===== config.mk =====
export PLATFORM = sky130hd
export DESIGN_NAME = flash_erase_seq
export DESIGN_NICKNAME = d
export VERILOG_FILES = /design/src/rtl/flash_erase_pkg.sv /design/src/rtl/flash_erase_regs.sv /design/src/rtl/flash_erase_timer.sv /design/src/rtl/flash_page_model.sv /design/src/rtl/flash_erase_seq.sv
export SDC_FILE = /design/constraint.sdc
export NUM_CORES = 1
export LEC_CHECK = 0
export BUFFER_PORTS_ARGS = -buffer_cell sky130_fd_sc_hd__buf_2
export CORE_ASPECT_RATIO = 1.4
export CORE_MARGIN = 1.5
export CORE_UTILIZATION = 55
export DETAILED_ROUTE_END_ITERATION = 8
export PLACE_DENSITY = 0.77
export SLEW_MARGIN = 20
export SYNTH_ARGS = -nofsm -noshare
export SYNTH_HDL_FRONTEND = slang
export SYNTH_SLANG_ARGS = --single-unit

===== constraint.sdc =====
create_clock -name clk -period 5.7 [get_ports clk]
set_input_delay 0.855 -clock clk [delete_from_list [all_inputs] [get_ports clk]]
set_output_delay 0.855 -clock clk [all_outputs]
set_load 0.01 [all_outputs]

===== src/rtl/flash_erase_pkg.sv =====
package flash_erase_pkg;

    localparam int ADDR_W     = 16;
    localparam int DATA_W     = 8;
    localparam int PAGE_BYTES = 2048;
    localparam int OFFS_W     = $clog2(PAGE_BYTES);
    localparam int PAGE_IDX_W = ADDR_W - OFFS_W;
    localparam int NUM_PAGES  = 1 << PAGE_IDX_W;
    localparam int UNITS_W    = 8;

    localparam logic [DATA_W-1:0] CMD_ERASE  = 8'h01;
    localparam logic [DATA_W-1:0] BLANK_BYTE = 8'hFF;

    typedef enum logic [1:0] {
        SEL_CTRL = 2'd0,
        SEL_PAGE = 2'd1,
        SEL_TIME = 2'd2,
        SEL_NONE = 2'd3
    } reg_sel_e;

    typedef struct packed {
        logic [PAGE_IDX_W-1:0] page;
        logic [UNITS_W-1:0]    units;
        logic                  stall;
    } erase_req_t;

    // Value returned by a byte that has not been erased
    function automatic logic [DATA_W-1:0] fill_value(input logic [6:0] low_addr);
        return {1'b0, low_addr};
    endfunction

    // Page index held in the upper bits of the page-select byte
    function automatic logic [PAGE_IDX_W-1:0] page_from_hi(input logic [7:0] hi);
        return hi[7 -: PAGE_IDX_W];
    endfunction

endpackage


===== src/rtl/flash_erase_regs.sv =====
module flash_erase_regs
    import flash_erase_pkg::*;
(
    input  logic              clk,
    input  logic              rst,
    input  logic              we,
    input  logic [1:0]        sel,
    input  logic [DATA_W-1:0] wdata,
    input  logic              fetch_flash,
    input  logic              busy,
    output logic [DATA_W-1:0] rdata,
    output logic              start,
    output erase_req_t        req
);

    logic [7:0] page_hi_q;
    logic [7:0] timing_q;
    reg_sel_e   sel_e;

    assign sel_e = reg_sel_e'(sel);

    always_ff @(posedge clk) begin
        if (rst) begin
            page_hi_q <= '0;
            timing_q  <= '0;
        end else if (we && !busy) begin
            case (sel_e)
                SEL_PAGE: page_hi_q <= wdata;
                SEL_TIME: timing_q  <= wdata;
                default:  ;
            endcase
        end
    end

    assign start = we && !busy && (sel_e == SEL_CTRL) && (wdata == CMD_ERASE);

    always_comb begin
        req.page  = page_from_hi(page_hi_q);
        req.units = (timing_q == '0) ? UNITS_W'(1) : timing_q;
        req.stall = fetch_flash;
    end

    always_comb begin
        case (sel_e)
            SEL_CTRL: rdata = {busy, 7'b0};
            SEL_PAGE: rdata = page_hi_q;
            SEL_TIME: rdata = timing_q;
            default:  rdata = '0;
        endcase
    end


    cfg_frozen_chk: assert property (@(posedge clk) disable iff (rst)
        busy |=> ($stable(page_hi_q) && $stable(timing_q)));

endmodule


===== src/rtl/flash_erase_timer.sv =====
module flash_erase_timer
    import flash_erase_pkg::*;
#(
    parameter int PRESCALE = 15238
) (
    input  logic                  clk,
    input  logic                  rst,
    input  logic                  start,
    input  erase_req_t            req,
    output logic                  busy,
    output logic                  stall,
    output logic                  done,
    output logic [PAGE_IDX_W-1:0] page
);

    localparam int CNT_W = UNITS_W + $clog2(PRESCALE + 1);
    localparam logic [CNT_W-1:0] PS = CNT_W'(PRESCALE);

    logic [CNT_W-1:0] cnt_q;
    logic [CNT_W-1:0] load_val;

    assign load_val = ({{(CNT_W-UNITS_W){1'b0}}, req.units} * PS) - CNT_W'(1);
    assign done     = busy && (cnt_q == '0);

    always_ff @(posedge clk) begin
        if (rst) begin
            busy  <= 1'b0;
            stall <= 1'b0;
            cnt_q <= '0;
            page  <= '0;
        end else if (busy) begin
            if (cnt_q == '0) begin
                busy  <= 1'b0;
                stall <= 1'b0;
            end else begin
                cnt_q <= cnt_q - CNT_W'(1);
            end
        end else if (start) begin
            busy  <= 1'b1;
            stall <= req.stall;
            cnt_q <= load_val;
            page  <= req.page;
        end
    end


    launch_busy_chk: assert property (@(posedge clk) disable iff (rst)
        start |=> busy);


    no_restart_chk: assert property (@(posedge clk) disable iff (rst)
        (busy && cnt_q != '0) |=> (cnt_q == $past(cnt_q) - CNT_W'(1)));


    stall_in_busy_chk: assert property (@(posedge clk) disable iff (rst)
        stall |-> busy);


    stall_release_chk: assert property (@(posedge clk) disable iff (rst)
        $fell(stall) |-> $fell(busy));

endmodule


===== src/rtl/flash_page_model.sv =====
module flash_page_model
    import flash_erase_pkg::*;
(
    input  logic                  clk,
    input  logic                  rst,
    input  logic                  done,
    input  logic [PAGE_IDX_W-1:0] done_page,
    input  logic [ADDR_W-1:0]     addr,
    output logic [DATA_W-1:0]     data
);

    logic [NUM_PAGES-1:0] erased_q;

    always_ff @(posedge clk) begin
        if (rst) begin
            erased_q <= '0;
        end else if (done) begin
            erased_q[done_page] <= 1'b1;
        end
    end

    assign data = erased_q[addr[ADDR_W-1 -: PAGE_IDX_W]] ? BLANK_BYTE
                                                         : fill_value(addr[6:0]);


    erase_on_done_chk: assert property (@(posedge clk) disable iff (rst)
        (erased_q != $past(erased_q)) |-> $past(done));

endmodule


===== src/rtl/flash_erase_seq.sv =====
module flash_erase_seq
    import flash_erase_pkg::*;
#(
    parameter int PRESCALE = 15238
) (
    input  logic        clk,
    input  logic        rst,
    input  logic        reg_we,
    input  logic [1:0]  reg_sel,
    input  logic [7:0]  reg_wdata,
    output logic [7:0]  reg_rdata,
    input  logic        fetch_from_flash,
    output logic        busy,
    output logic        cpu_stall,
    input  logic [15:0] rd_addr,
    output logic [7:0]  rd_data
);

    erase_req_t            req;
    logic                  start;
    logic                  done;
    logic [PAGE_IDX_W-1:0] act_page;

    flash_erase_regs u_regs (
        .clk        (clk),
        .rst        (rst),
        .we         (reg_we),
        .sel        (reg_sel),
        .wdata      (reg_wdata),
        .fetch_flash(fetch_from_flash),
        .busy       (busy),
        .rdata      (reg_rdata),
        .start      (start),
        .req        (req)
    );

    flash_erase_timer #(.PRESCALE(PRESCALE)) u_timer (
        .clk  (clk),
        .rst  (rst),
        .start(start),
        .req  (req),
        .busy (busy),
        .stall(cpu_stall),
        .done (done),
        .page (act_page)
    );

    flash_page_model u_mem (
        .clk      (clk),
        .rst      (rst),
        .done     (done),
        .done_page(act_page),
        .addr     (rd_addr),
        .data     (rd_data)
    );


    ctrl_read_chk: assert property (@(posedge clk) disable iff (rst)
        (reg_sel == 2'd0) |-> (reg_rdata == {busy, 7'b0}));

endmodule


======== Word-level counts from Yosys, hierarchy flattened ========
Index checks and enable logic that the tools add are counted.
storage, ports and cells
  register bits after elaboration ......... 77
  bits in latches ......................... 0
  memory bits (writable) .................. 0
  ROM bits ................................ 0
  input port bits ......................... 30
  output and inout bits ................... 18
  logic and storage cells ................. 51
  memories kept ........................... 0
operators by class
  $add $sub $neg .......................... 2
  multipliers ............................. 1
  div/mod/pow operators ................... 0
  magnitude comparators ................... 3
  equality and inequality tests ........... 5
  shifts and indexed selects .............. 0
  muxes and demuxes ....................... 16
  bitwise operators ....................... 2
  reductions and logical operators ........ 15
operator list
  cell                                                                                  count
  22-bit two-way mux                                                                    3
  22-bit by 1-bit subtractor with 22-bit output (second input constant)                 2
  32-bit OR                                                                             1
  8-bit one-hot mux with 3 select lines                                                 1
  22-bit zero test                                                                      1
  8-bit by 13-bit multiplier with 21-bit output (second input constant)                 1
  8-bit two-way mux                                                                     2
  5-bit by 6-bit < comparator with 1-bit output (second input constant)                 2
  2-bit AND reduction                                                                   5
  8-bit by 1-bit == test with 1-bit output (second input constant)                      1
  8-bit zero test                                                                       1
  1-bit two-way mux                                                                     8
  1-bit binary-select mux with 5-bit select                                             1
  1-bit demux with 5-bit select                                                         1
  5-bit by 1-bit greater-or-equal comparator with 1-bit output (second input constant)  1
  1-bit logical AND                                                                     5
  2-bit != test (second input constant)                                                 2
  2-bit by 1-bit == test with 1-bit output (second input constant)                      1
  2-bit == test (second input constant)                                                 1
  2-bit zero test                                                                       1
  2-bit nonzero test                                                                    1
  1-bit zero test                                                                       1
  1-bit NOT                                                                             1

======== Logic depth before layout (Yosys ltp) ========
Gate-level depths: netlist of run 1.
  depth after elaboration ................. 6
  gate-level depth with buffers ........... 23
  mapped depth without buffers ............ 22

======== By module ========
A second synthesis of run 1 with hierarchy kept.
unflattened totals
  cell total of the unflattened synthesis .. 748
  area total of the unflattened synthesis .. 6239.7 µm²
modules (own cells, without submodules)
  module             instances  cells an instance  area an instance (µm²)  sequential area each (µm²)
  flash_erase_timer  1          489                3926.3                  580.6
  flash_page_model   1          164                1410.1                  640.6
  flash_erase_regs   1          95                 903.4                   320.3

======== Worst setup path after synthesis of run 1 ========
OpenSTA, ideal clock, no wires.
  path type ............................... register -> register
  start point ............................. register u_regs.timing_q[6]
  end point ............................... register u_timer.cnt_q[20]
  library setup time ...................... 79 ps
  data arrival time ....................... 5309 ps
  required time ........................... 5621 ps
  slack ................................... 312 ps
  cell stages (with the launch flop) ...... 22
  path buffers ............................ 0
  period minus slack after synthesis ...... 5388 ps
  cell sequence ........................... dfxtp_1 -> inv_1 -> ha_1 -> nand4b_1 -> nor2_1 -> nor2_1 -> fa_1 -> inv_1 -> fa_1 -> inv_1 -> fa_1 -> inv_1 -> fa_1 -> inv_1 -> ha_1 -> o21a_1 -> a221oi_4 -> xnor2_1 -> nor3_2 -> nand3_2 -> or4_1 -> o211ai_1
between the ends
  longest elaborated chain between the ends .. 6
ends and longest elaborated chain
  element                                          line                     text
  from (decl)                                      flash_erase_regs.sv:17   logic [7:0] timing_q;
  from (signal assigned)                           flash_erase_regs.sv:29   SEL_TIME: timing_q <= wdata;
  8-bit zero test                                  flash_erase_regs.sv:39   req.units = (timing_q == '0) ? UNITS_W'(1) : timing_q;
  8-bit two-way mux *                              flash_erase_regs.sv:39
  8-bit by 13-bit multiplier with 21-bit output *  flash_erase_timer.sv:22  assign load_val = ({{(CNT_W-UNITS_W){1'b0}}, req.units} * PS) - CNT_W'(1);
  22-bit by 1-bit subtractor with 22-bit output *  flash_erase_timer.sv:22
  22-bit two-way mux *                             flash_erase_timer.sv:38  end else if (start) begin
  22-bit two-way mux *                             flash_erase_timer.sv:31  end else if (busy) begin
  to (signal assigned)                             flash_erase_timer.sv:36  cnt_q <= cnt_q - CNT_W'(1);
  to (signal assigned)                             flash_erase_timer.sv:41  cnt_q <= load_val;
  to (decl)                                        flash_erase_timer.sv:19  logic [CNT_W-1:0] cnt_q;
Every way passes the cells marked *; elsewhere a longest branch is shown, timed or not. The select of a mux whose other input is x is not followed.
A chain may end at the register's enable or synchronous reset.

======== Worst setup path after layout of run 1 ========
  start point ............................. register u_regs.timing_q[3]
  end point ............................... register u_timer.cnt_q[20]
The elaborated chain is that of the path after synthesis.

==> summary.txt, run 1 <==
Finish
  – Area growth, synth to finish: 12.4%
  – Diodes inserted: 0
  – # fillers: 927
  – Leading cell type in the layout, fill and taps excluded: nor2_1
  – Most frequent cells in the layout: nor2_1, dfxtp_1, inv_1
  – Layout cell share with drive strength beyond 1: between 10% and 20%
  – Post-layout util: 64.1%
  – Layout Nets: 888
  – Multi-input gate area: 0.00439 sq mm
  – Fin cells: 925
  – Sequential cell area: approximately 0.0015 sq mm

Setup path
  – CP Capture Type: register
  – R2R Path Start: u_regs.timing_q[3]
  – R2r worst-path depth: 20
  – CP peak stage delay: 0.59 ns
  – Critical path arrival: slightly below 6 ns
  – Req. time, crit path: roughly 6.0 ns
  – Slowest cell on the critical path: fa_1
  – Critical path cell sequence: inv_1 -> ha_1 -> nand4b_1 -> nor2_2 -> buf_4 -> nor2_1 -> fa_1 -> fa_1 -> fa_1 -> inv_1 -> fa_1 -> inv_1 -> ha_1 -> and2_1 -> a221oi_4 -> a21oi_2 -> xnor2_2 -> nand3_2 -> or4_1 -> o211ai_1
  – Crit path max fanout: 4
  – R2R Setup Slk: approximately 0.17 ns
  – Most used cell, CP: fa_1
  – Worst setup SP type: register
  – Reg2reg end: u_timer.cnt_q[20]
  – Critical path class: register to register

Detailed routing
  – Post-Route WL: 15400 um
  – Routed WL per cell: about 17 um
  – Iter 0 DRT Violations: 421
  – Vias per cell: 6.07
  – Via count: 5618
  – Drt first pass iters: 5
  – Post-route DRC violation count: 0
  – Remaining antenna violation count: 0

Clocking
  – Clock Sinks: 77
  – Cts bufs inserted: 9
  – Hold_buf cts: 0
  – CTS tree: built
  – Clk buf depth: 2
  – Clock root buffer: clkbuf_16
  – Clock-pin transition on the worst setup and hold timing paths: about 0.070 ns
  – Skew-Pair Late Insertion Delay: ~0.34 ns
  – H-tree levels: 3

Die
  – DIE WIDTH: 93.2 um
  – Die area: 0.0120 sq mm
  – Die H: between 100 and 150 um
  – Cell Rows: 45
  – Core ar.: ~0.011 sq mm
  – Initial cell density of the core: 57.0%
  – IO Count: 48

Timing
  – Final worst-path setup slack: around 0.17 ns
  – Worst Skew: 0.00754 ns
  – Final setup viols: 0
  – Max Slew Vio Count: 0
  – Fmax: 181 MHz
  – Slew HR: 26.2%
  – Fin. Hold Viols: 0
  – Slew @ Worst Pin: 1.08 ns
  – Final worst-path cycle share: between 90 and 100%
  – Min Tclk post-route: 5.53 ns

Pwr
  – Lkg Pwr: ~3.1 nW
  – Max VDD drop: 0.145 mV
  – Power Density: 213 mW/mm^2

Global route
  – Grt ovf: 0
  – M1 GR Usage: roughly 28%
  – Gr busiest metal: met2
  – Pin count of the biggest net entering global routing: 80
  – Vias in the first global route: 5381
  – Tot GR Track Use: 26.1%
  – GR Util met2: around half
  – First-pass GRT wire length: 24900 um
  – GR Util met3: roughly 3.5%
  – Antenna violations before repair: 0

Synth
  – Synth Flop Type: dfxtp_1
  – Synthesized area: 0.00626 sq mm
  – Ys Warns: 0
  – Net Count, Synth: 849
  – Avg Cell Area, Syn: about 8.5 sq um
  – Post-synth EDFFs: 0
  – FF+latch count, synth: 77
  – Unique masters post-synth: 76
  – Ys async rst share: 0%
  – Cells after Synth: 740
  – Sequential fraction of the synthesis area: 24.6%

Worst hold path
  – Min-delay src: u_mem.erased_q[23]
  – Hold Crit Class: register to register
  – Worst hold path depth: 2
  – Worst hold endpoint: u_mem.erased_q[23]

Placement
  – Placed insts: approximately 900
  – Post-DP HPWL: 11900 um
  – Post-place setup slack: 0.158 ns
  – Routability Congestion: 0.958
  – PortBufs: 43

Flow run
  – MaxCap Viol Count: 0

Status
  – Status: complete, no violations
==> power by group <==
group / internal [mW] / switching [mW] / total [mW]
sequential: 0.542 / 0.00311 / 0.545
combinational: 0.169 / 0.238 / 0.407
clock: 0.304 / 0.241 / 0.545
total: 1.01 / 0.483 / 1.50
==> kinds of logic after synthesis <==
| logic type | after synthesis | synth area share [%] |
|---|---|---|
| adders and majority gates | 79 | 18.7 |
| buffers and inverters | 105 | 6.51 |
| muxes | 28 | 6.49 |
| AOI/OAI and AO/OA | 176 | 19.3 |
| DFF | 77 | 24.6 |
| xor gates and xnor gates | 34 | 5.00 |
| and+or+nand+nor | 241 | 19.4 |
==> worst max path at each step <==
stage | start | to | cells past startpoint
after floorplan | u_regs.timing_q[6] | u_timer.cnt_q[20] | 21
after global placement | u_regs.timing_q[6] | u_timer.cnt_q[20] | 21
after detailed placement | u_regs.timing_q[6] | u_timer.cnt_q[20] | 20
after CTS | u_regs.timing_q[6] | u_timer.cnt_q[20] | 20
after global routing | u_regs.timing_q[6] | u_timer.cnt_q[20] | 20
final | u_regs.timing_q[3] | u_timer.cnt_q[20] | 20
==> worst max-delay path: cells and delay by family, from the launching register on <==
family	cells	cell delay [ns]
fa+ha+maj	6	2.64
buf+inv	4	0.33
xor+xnor	1	0.25
simple gates	6	1.31
compound gates	3	0.58
flops	1	0.34
==> per-layer routing <==
metal,share of wire (%),up-vias
met1,38,2705
met3,3.5,43
met2,55,170
li1,-,2700
met5,0,-
met4,4.1,0
==> registers in the layout (all words and copies together), names as in the netlist <==
name,cells
u_timer.stall,1
u_timer.busy,1
u_timer.page,5
u_regs.page_hi_q,8
u_timer.cnt_q,22
u_mem.erased_q,32
u_regs.timing_q,8
==> timing repair <==
action / CTS / global route
endpoints found under the hold margin: 0 / 0
gates resized for setup: 0 / 18
setup buffers: 0 / 6
setup endpoints to repair: 0 / 5
==> cells in the mapped netlist, types with 6 or more instances <==
| library cell | instances | area (sq um) |
|---|---|---|
| a31oi_1 | 6 | 37.5 |
| o21ai_0 | 24 | 120 |
| mux4_2 | 10 | 225 |
| fa_1 | 24 | 480 |
| clkbuf_1 | 29 | 109 |
| a211oi_1 | 11 | 82.6 |
| dfxtp_1 | 77 | 1540 |
| nor4_1 | 7 | 43.8 |
| nand2_1 | 44 | 165 |
| a21oi_1 | 64 | 320 |
| nor2_1 | 84 | 315 |
| nand4_1 | 6 | 37.5 |
| inv_1 | 67 | 251 |
| mux2i_1 | 17 | 170 |
| xnor2_1 | 18 | 158 |
| nor3b_1 | 8 | 60.1 |
| o21ai_1 | 6 | 30.0 |
| nand3_1 | 19 | 95.1 |
| nand2b_1 | 13 | 81.3 |
| a22o_1 | 7 | 61.3 |
| ha_1 | 55 | 688 |
| xor2_1 | 14 | 123 |
| or3_1 | 8 | 50.1 |
| nor3_1 | 15 | 75.1 |
| o211ai_1 | 6 | 45.0 |
==> layout make-up <==
| class | instances | share of cell area, % |
|---|---|---|
| inverter | 67 | 3.57 |
| clock buffer | 9 | 3.20 |
| sequential | 77 | 21.9 |
| tap | 141 | 2.51 |
| timing repair buffer | 66 | 5.51 |
| multi-input combinational | 558 | 62.3 |
| clock inverter | 7 | 0.942 |
==> through the flow <==
stage	setup TNS [ns]	hold slack (ns)	cell area (sq um)	power [mW]
after CTS	0	0.472	6920	1.48
after global routing	-0.176	0.487	7040	1.57
after floorplan	0	0.431	6260	0.837
after global placement	0	0.442	6630	0.925
final	0	0.473	7040	1.50
after detailed placement	0	0.454	6630	0.938
No activity file was read; power rests on OpenSTA's default activity.
==> inputs of run 2 (changes only) <==
--- a/config.mk
+++ b/config.mk
@@ -11,4 +11,5 @@
 export CORE_UTILIZATION = 55
 export DETAILED_ROUTE_END_ITERATION = 8
+export GPL_ROUTABILITY_DRIVEN = 0
 export PLACE_DENSITY = 0.77
 export SLEW_MARGIN = 20
==> constraint.sdc (replaced) <==
create_clock -name clk -period 5.7 [get_ports clk]
set_input_delay 1.14 -clock clk [delete_from_list [all_inputs] [get_ports clk]]
set_output_delay 1.14 -clock clk [all_outputs]
set_load 0.01 [all_outputs]
==> run 2 against run 1 <==
Design area up 1.1%. Clock power up 13%. Core utilization up 0.71 points. Clock skew down 0.0010 ns. Routed wire length up 0.38%. Cell count up 0.54%. Via count down 1.1%. Highest routed layer unchanged. Maximum frequency up 0.82%.
==> summary.txt, run 2 (synthesis results as in run 1) <==
Setup path
  – Worst setup SP type: register (unchanged)
  – CP Capture Type: register (unchanged)
  – Critical path class: register to register (unchanged)
  – Req. time, crit path: 5.98 ns (was 5.96 ns)
  – Crit path max fanout: 4 (unchanged)
  – Critical path arrival: 5.77 ns (was 5.79 ns)

Detailed routing
  – Post-Route WL: 15500 um (was 15400 um)
  – Post-route DRC violation count: 0 (unchanged)
  – Via count: 5557 (was 5618)
  – Iter 0 DRT Violations: 368 (was 421)
  – Remaining antenna violation count: 0 (unchanged)
  – Drt first pass iters: 4 (was 5)
  – Vias per cell: 5.98 (was 6.07)
  – Routed WL per cell: 16.6 um (was 16.7 um)

Placement
  – Placed insts: 907 (was 903)
  – Post-DP HPWL: 11700 um (was 11900 um)
  – PortBufs: 43 (unchanged)
  – Cell area after placement: 0.00666 sq mm (was 0.00663 sq mm)

Timing
  – Min Hold Slack: 0.468 ns (was 0.473 ns)
  – Slew @ Worst Pin: 0.933 ns (was 1.08 ns)
  – Slew HR: 36.2% (was 26.2%)
  – Worst Skew: 0.00655 ns (was 0.00754 ns)
  – Max Slew Vio Count: 0 (unchanged)
  – Final worst-path cycle share: 96.3% (was 97.1%)
  – Final setup viols: 0 (unchanged)
  – Sum Neg Setup Slack: 0 ns (unchanged)
  – Min Tclk post-route: 5.49 ns (was 5.53 ns)
  – Fin. Hold Viols: 0 (unchanged)
  – Fmax: 182 MHz (was 181 MHz)

Die
  – Initial cell density of the core: 57.0% (unchanged)
  – Die H: 129 um (unchanged)
  – IO Count: 48 (unchanged)
  – DIE WIDTH: 93.2 um (unchanged)
  – Die area: 0.0120 sq mm (unchanged)
  – Cell Rows: 45 (unchanged)
  – Core ar.: 0.0110 sq mm (unchanged)

Worst hold path
  – Hold Crit Class: register to register (unchanged)

Global route
  – Tot GR Track Use: 26.5% (was 26.1%)
  – Gr busiest metal: met2 (unchanged)
  – M1 GR Usage: 29.4% (was 27.5%)
  – GR Util met3: 2.46% (was 3.46%)
  – GR Util met2: 50.2% (was 49.5%)
  – Antenna violations before repair: 0 (unchanged)
  – Vias in the first global route: 5506 (was 5381)
  – Pin count of the biggest net entering global routing: 80 (unchanged)
  – Grt ovf: 0 (unchanged)
  – First-pass GRT wire length: 25500 um (was 24900 um)

Finish
  – Fin cells: 930 (was 925)
  – Leading cell type in the layout, fill and taps excluded: nor2_1 (unchanged)
  – Most frequent cells in the layout: nor2_1, dfxtp_1, a21oi_1 (was nor2_1, dfxtp_1, inv_1)
  – Layout Nets: 893 (was 888)
  – # fillers: 890 (was 927)
  – Area growth, synth to finish: 13.6% (was 12.4%)
  – Largest Register: u_mem.erased_q (unchanged)
  – Diodes inserted: 0 (unchanged)
  – Layout cell share with drive strength beyond 1: 18.1% (was 16.8%)
  – Post-layout util: 64.8% (was 64.1%)
  – Max FFs per register: 32 (unchanged)
  – Design Area, Final: 0.00711 sq mm (was 0.00704 sq mm)
  – Biggest regs: u_mem.erased_q x32, u_timer.cnt_q x22 (unchanged)

Pwr
  – NetSw: 0.471 mW (was 0.483 mW)
  – Reg power frac: 34.7% (was 36.4%)
  – Internal Pwr Total: 1.10 mW (was 1.01 mW)
  – Lkg Pwr: 3.13 nW (was 3.10 nW)
  – Max VDD drop: 0.158 mV (was 0.145 mV)
  – Gate power share: 26.3% (was 27.2%)
  – Sw frac: 29.9% (was 32.2%)
  – Clock Power Share: 39.0% (was 36.4%)
  – Power Density: 221 mW/mm^2 (was 213 mW/mm^2)

Clocking
  – Skew-Pair Late Insertion Delay: 0.34 ns (about the same)
  – Clock Sinks: 77 (unchanged)
  – CTS tree: built (unchanged)
  – Clk buf depth: 2 (unchanged)
  – Clock-pin transition on the worst setup and hold timing paths: 0.06 ns (was 0.07 ns)
  – H-tree levels: 3 (unchanged)
  – Cts bufs inserted: 9 (unchanged)
  – Clock root buffer: clkbuf_16 (unchanged)
  – Hold_buf cts: 0 (unchanged)

Status
  – Status: complete, no violations (unchanged)

Flow run
  – MaxCap Viol Count: 0 (unchanged)
## run 2: cell types whose count changed in the layout (fill, tap and decap cells not counted), sizes merged
cell / before / now
buf: 66 / 71
bufinv: 0 / 2
clkbuf: 9 / 10
clkinv: 2 / 1
clkinvlp: 2 / 1
inv: 70 / 69
## run 2: cell type report
type,instances,area (sq um),share of cell area [%]
Inverter,67,251,3.53
Tap cell,141,176,2.48
Sequential cell,77,1540,21.7
Timing Repair Buffer,71,425,5.98
Clock buffer,10,229,3.22
Clock inverter,6,93.8,1.32
Multi-Input combinational cell,558,4400,61.8
## run 2: metal layers
| metal | vias up | share of wire (%) |
|---|---|---|
| met5 | - | 0 |
| met4 | 0 | 3.6 |
| met3 | 40 | 2.9 |
| met2 | 156 | 55 |
| met1 | 2667 | 39 |
| li1 | 2694 | - |
## run 2: worst paths after layout
path                      startpoint                 end  slack, ns  cells past startpoint
setup / recovery  u_regs.timing_q[3]   u_timer.cnt_q[21]       0.21                     20
hold / removal    u_mem.erased_q[30]  u_mem.erased_q[30]       0.47                      2
setup reg to reg  u_regs.timing_q[3]   u_timer.cnt_q[21]       0.21                     20
hold reg to reg   u_mem.erased_q[30]  u_mem.erased_q[30]       0.47                      2
## run 2: timing repair
action | in CTS | in global routing
gates resized for setup | 0 | 24
endpoints found under the setup margin | 0 | 5
setup buffers | 0 | 7
## run 2: power by group through the flow
stage | registers (mW) | logic (mW) | clock network, mW
floorplan | 0.557 | 0.280 | 0
finish | 0.545 | 0.413 | 0.614
global placement | 0.557 | 0.372 | 0
CTS | 0.545 | 0.387 | 0.621
global route | 0.545 | 0.450 | 0.644
detailed placement | 0.557 | 0.384 | 0
## run 2: critical path, stage by stage (launching register included)
cell,delay [ns]
dfxtp_2,0.34
inv_1,0.08
ha_1,0.14
nand4b_1,0.15
buf_4,0.18
o21ai_2,0.15
inv_2,0.08
fa_2,0.62
fa_1,0.45
fa_1,0.55
inv_1,0.06
fa_1,0.54
inv_1,0.05
ha_1,0.34
and2_1,0.19
a221oi_4,0.41
a21oi_2,0.13
xnor2_2,0.23
nand3_2,0.13
or4_4,0.55
nand3_1,0.09
## run 2: metrics by stage
step	worst slack [ns]	power [mW]
after floorplan	0.312	0.837
after global placement	0.208	0.929
after detailed placement	0.132	0.941
after CTS	0.0951	1.55
after global routing	-0.0569	1.64
final	0.211	1.57
==> inputs of run 3 (changes only) <==
CORE_UTILIZATION = 56   (was 55)
PLACE_DENSITY = 0.78   (was 0.77)
==> run 3 against run 2 <==
Sequential share of layout area is 0.16 points higher. Clock skew increased by 0.0012 ns. Total power down 5.1%. Sequential power barely moved. Clock power shrank 12%. Setup slack worse by 0.027 ns. Global-route usage decreased by 0.33 points. Critical path depth rose by 3. Critical endpoint is now u_timer.cnt_q[20].
==> summary.txt, run 3 (synthesis results as in run 1) <==
Finish
  – Layout Nets: 892 (was 893)
  – # fillers: 881 (was 890)
  – Post-layout util: 65.0% (was 64.8%)
  – Max FFs per register: 32 (unchanged)
  – Layout cell share with drive strength beyond 1: 17.8% (was 18.1%)
  – Sequential cell area: 0.00154 sq mm (unchanged)
  – Most frequent cells in the layout: nor2_1, dfxtp_1, a21oi_1 (unchanged)
  – Biggest regs: u_mem.erased_q x32, u_timer.cnt_q x22 (unchanged)
  – Design Area, Final: 0.00706 sq mm (was 0.00711 sq mm)
  – Fin cells: 929 (was 930)
  – Leading cell type in the layout, fill and taps excluded: nor2_1 (unchanged)
  – Largest Register: u_mem.erased_q (unchanged)
  – Area growth, synth to finish: 12.8% (was 13.6%)
  – Multi-input gate area: 0.00439 sq mm (was 0.00440 sq mm)
  – Diodes inserted: 0 (unchanged)

Detailed routing
  – Vias per cell: 6.00 (was 5.98)
  – Post-route DRC violation count: 0 (unchanged)
  – Via count: 5570 (was 5557)
  – Iter 0 DRT Violations: 326 (was 368)
  – Routed WL per cell: 16.5 um (was 16.6 um)
  – Remaining antenna violation count: 0 (unchanged)
  – Drt first pass iters: 5 (was 4)
  – Post-Route WL: 15400 um (was 15500 um)

Pwr
  – Clock Power Share: 36.2% (was 39.0%)
  – Internal Pwr Total: 1.01 mW (was 1.10 mW)
  – Lkg Pwr: 3.10 nW (was 3.13 nW)
  – Sw frac: 32.2% (was 29.9%)
  – Power Density: 211 mW/mm^2 (was 221 mW/mm^2)
  – NetSw: 0.480 mW (was 0.471 mW)
  – Max VDD drop: 0.132 mV (was 0.158 mV)
  – Total power: 1.49 mW (was 1.57 mW)
  – Reg power frac: 36.5% (was 34.7%)
  – Gate power share: 27.3% (was 26.3%)

Placement
  – PortBufs: 43 (unchanged)
  – Post-DP HPWL: 11600 um (was 11700 um)
  – Placed insts: 908 (was 907)
  – Cell area after placement: 0.00666 sq mm (about the same)

Status
  – Status: complete, no violations (unchanged)

Die
  – Die H: 128 um (was 129 um)
  – Die area: 0.0118 sq mm (was 0.0120 sq mm)
  – Cell Rows: 45 (unchanged)
  – Core ar.: 0.0109 sq mm (was 0.0110 sq mm)
  – Initial cell density of the core: 57.6% (was 57.0%)
  – DIE WIDTH: 92.4 um (was 93.2 um)
  – IO Count: 48 (unchanged)

Timing
  – Final worst-path cycle share: 96.8% (was 96.3%)
  – Worst Skew: 0.00773 ns (was 0.00655 ns)
  – Fmax: 181 MHz (was 182 MHz)
  – Slew HR: 40.0% (was 36.2%)
  – RSZ-0062 raised after global routing: true
  – Min Tclk post-route: 5.52 ns (was 5.49 ns)
  – Fin. Hold Viols: 0 (unchanged)
  – Slew @ Worst Pin: 0.900 ns (was 0.933 ns)
  – Max Slew Vio Count: 0 (unchanged)
  – Min Hold Slack: 0.472 ns (was 0.468 ns)
  – Final setup viols: 0 (unchanged)

Worst hold path
  – Min-delay src: u_mem.erased_q[18] (was u_mem.erased_q[30])
  – Worst hold path depth: 2 (unchanged)
  – Worst hold endpoint: u_mem.erased_q[18] (was u_mem.erased_q[30])
  – Hold Crit Class: register to register (unchanged)

Setup path
  – CP bufs+invs: 7 (was 5)
  – Slowest cell on the critical path: fa_1 (was fa_2)
  – R2r worst-path depth: 23 (was 20)
  – Critical path class: register to register (unchanged)
  – Reg2reg end: u_timer.cnt_q[20] (was u_timer.cnt_q[21])
  – Critical path cell sequence: inv_1 -> ha_1 -> nand4b_1 -> nor2_4 -> nor2_2 -> fa_1 -> inv_2 -> fa_1 -> inv_1 -> fa_1 -> inv_1 -> fa_1 -> inv_1 -> ha_4 -> buf_4 -> o2111a_1 -> a221oi_2 -> xnor2_2 -> nor3_2 -> nand3_2 -> buf_4 -> o31ai_1 -> o211ai_1 (was inv_1 -> ha_1 -> nand4b_1 -> buf_4 -> o21ai_2 -> inv_2 -> fa_2 -> fa_1 -> fa_1 -> inv_1 -> fa_1 -> inv_1 -> ha_1 -> and2_1 -> a221oi_4 -> a21oi_2 -> xnor2_2 -> nand3_2 -> or4_4 -> nand3_1)
  – CP Capture Type: register (unchanged)
  – R2R Path Start: u_regs.timing_q[3] (unchanged)
  – Critical path arrival: 5.71 ns (was 5.77 ns)
  – CP peak stage delay: 0.60 ns (was 0.62 ns)
  – Crit path max fanout: 4 (unchanged)
  – CP top delay family: adder cells (unchanged)
  – Worst setup SP type: register (unchanged)
  – R2R Setup Slk: 0.18 ns (was 0.21 ns)
  – Req. time, crit path: 5.89 ns (was 5.98 ns)

Clocking
  – Cts bufs inserted: 9 (unchanged)
  – Clk buf depth: 2 (unchanged)
  – Clock root buffer: clkbuf_16 (unchanged)
  – CTS tree: built (unchanged)
  – Clock-pin transition on the worst setup and hold timing paths: 0.06 ns (about the same)
  – H-tree levels: 3 (unchanged)
  – Clock Sinks: 77 (unchanged)
  – Skew-Pair Late Insertion Delay: 0.34 ns (about the same)

Flow run
  – MaxCap Viol Count: 0 (unchanged)

Global route
  – Tot GR Track Use: 26.2% (was 26.5%)
  – First-pass GRT wire length: 24900 um (was 25500 um)
  – Antenna violations before repair: 0 (unchanged)
  – Vias in the first global route: 5514 (was 5506)
  – Grt ovf: 0 (unchanged)
  – Pin count of the biggest net entering global routing: 80 (unchanged)
==> run 3: cell types whose count changed in the layout (fill, tap and decap cells not counted), sizes merged <==
| cell | change |
|---|---|
| clkbuf | -1 |
| bufinv | -2 |
| clkinv | +1 |
| buf | -1 |
| clkinvlp | +1 |
| inv | +1 |
==> run 3: worst register-to-register path, cell delays in order, from the launching register on <==
cell and delay, ns:
dfxtp_2 0.35, inv_1 0.08, ha_1 0.14, nand4b_1 0.21
nor2_4 0.22, nor2_2 0.07, fa_1 0.60, inv_2 0.06
fa_1 0.53, inv_1 0.05, fa_1 0.53, inv_1 0.06
fa_1 0.55, inv_1 0.07, ha_4 0.24, buf_4 0.15
o2111a_1 0.14, a221oi_2 0.32, xnor2_2 0.14, nor3_2 0.22
nand3_2 0.12, buf_4 0.16, o31ai_1 0.24, o211ai_1 0.12
==> run 3: power groups by stage <==
| stage | clock network [mW] | registers [mW] | logic, mW |
|---|---|---|---|
| final | 0.540 | 0.545 | 0.407 |
| after global routing | 0.569 | 0.545 | 0.450 |
| after CTS | 0.543 | 0.545 | 0.386 |
| after detailed placement | 0 | 0.557 | 0.384 |
| after global placement | 0 | 0.556 | 0.372 |
| after floorplan | 0 | 0.557 | 0.280 |
==> run 3: worst max-delay path by stage <==
stage | from | to | cells past startpoint
floorplan | u_regs.timing_q[6] | u_timer.cnt_q[20] | 21
global placement | u_regs.timing_q[6] | u_timer.cnt_q[21] | 21
detailed placement | u_regs.timing_q[6] | u_timer.cnt_q[21] | 21
CTS | u_regs.timing_q[6] | u_timer.cnt_q[21] | 21
global route | u_regs.timing_q[7] | u_timer.cnt_q[20] | 23
finish | u_regs.timing_q[3] | u_timer.cnt_q[20] | 23
==> run 3: stage by stage <==
stage	setup slack, ns	TNS, ns
5_1_grt	-0.0712	-0.140
4_1_cts	0.0606	0
6_report	0.184	0
3_5_place_dp	0.0975	0
3_3_place_gp	0.152	0
2_1_floorplan	0.312	0
==> run 3: cell type report <==
| cell class | count | area share, % |
|---|---|---|
| timing repair buffer | 70 | 5.92 |
| clock buffer | 9 | 3.19 |
| sequential | 77 | 21.8 |
| inverter | 67 | 3.56 |
| multi-input combinational | 558 | 62.2 |
| clock inverter | 7 | 0.815 |
| tap | 141 | 2.50 |
==> run 3: what timing repair did <==
item	in CTS	in global routing
resized for setup	0	22
hold buffers	0	0
buffers inserted	0	5
endpoints found under the setup margin	0	5
==> run 3: routing by layer <==
metal / share of wire (%) / track usage [%] / vias to the layer above
li1: - / - / 2693
met1: 39 / 28.2 / 2659
met2: 53 / 48.2 / 160
met3: 3.4 / 3.68 / 58
met4: 4.5 / 14.8 / 0
met5: 0 / 0 / -
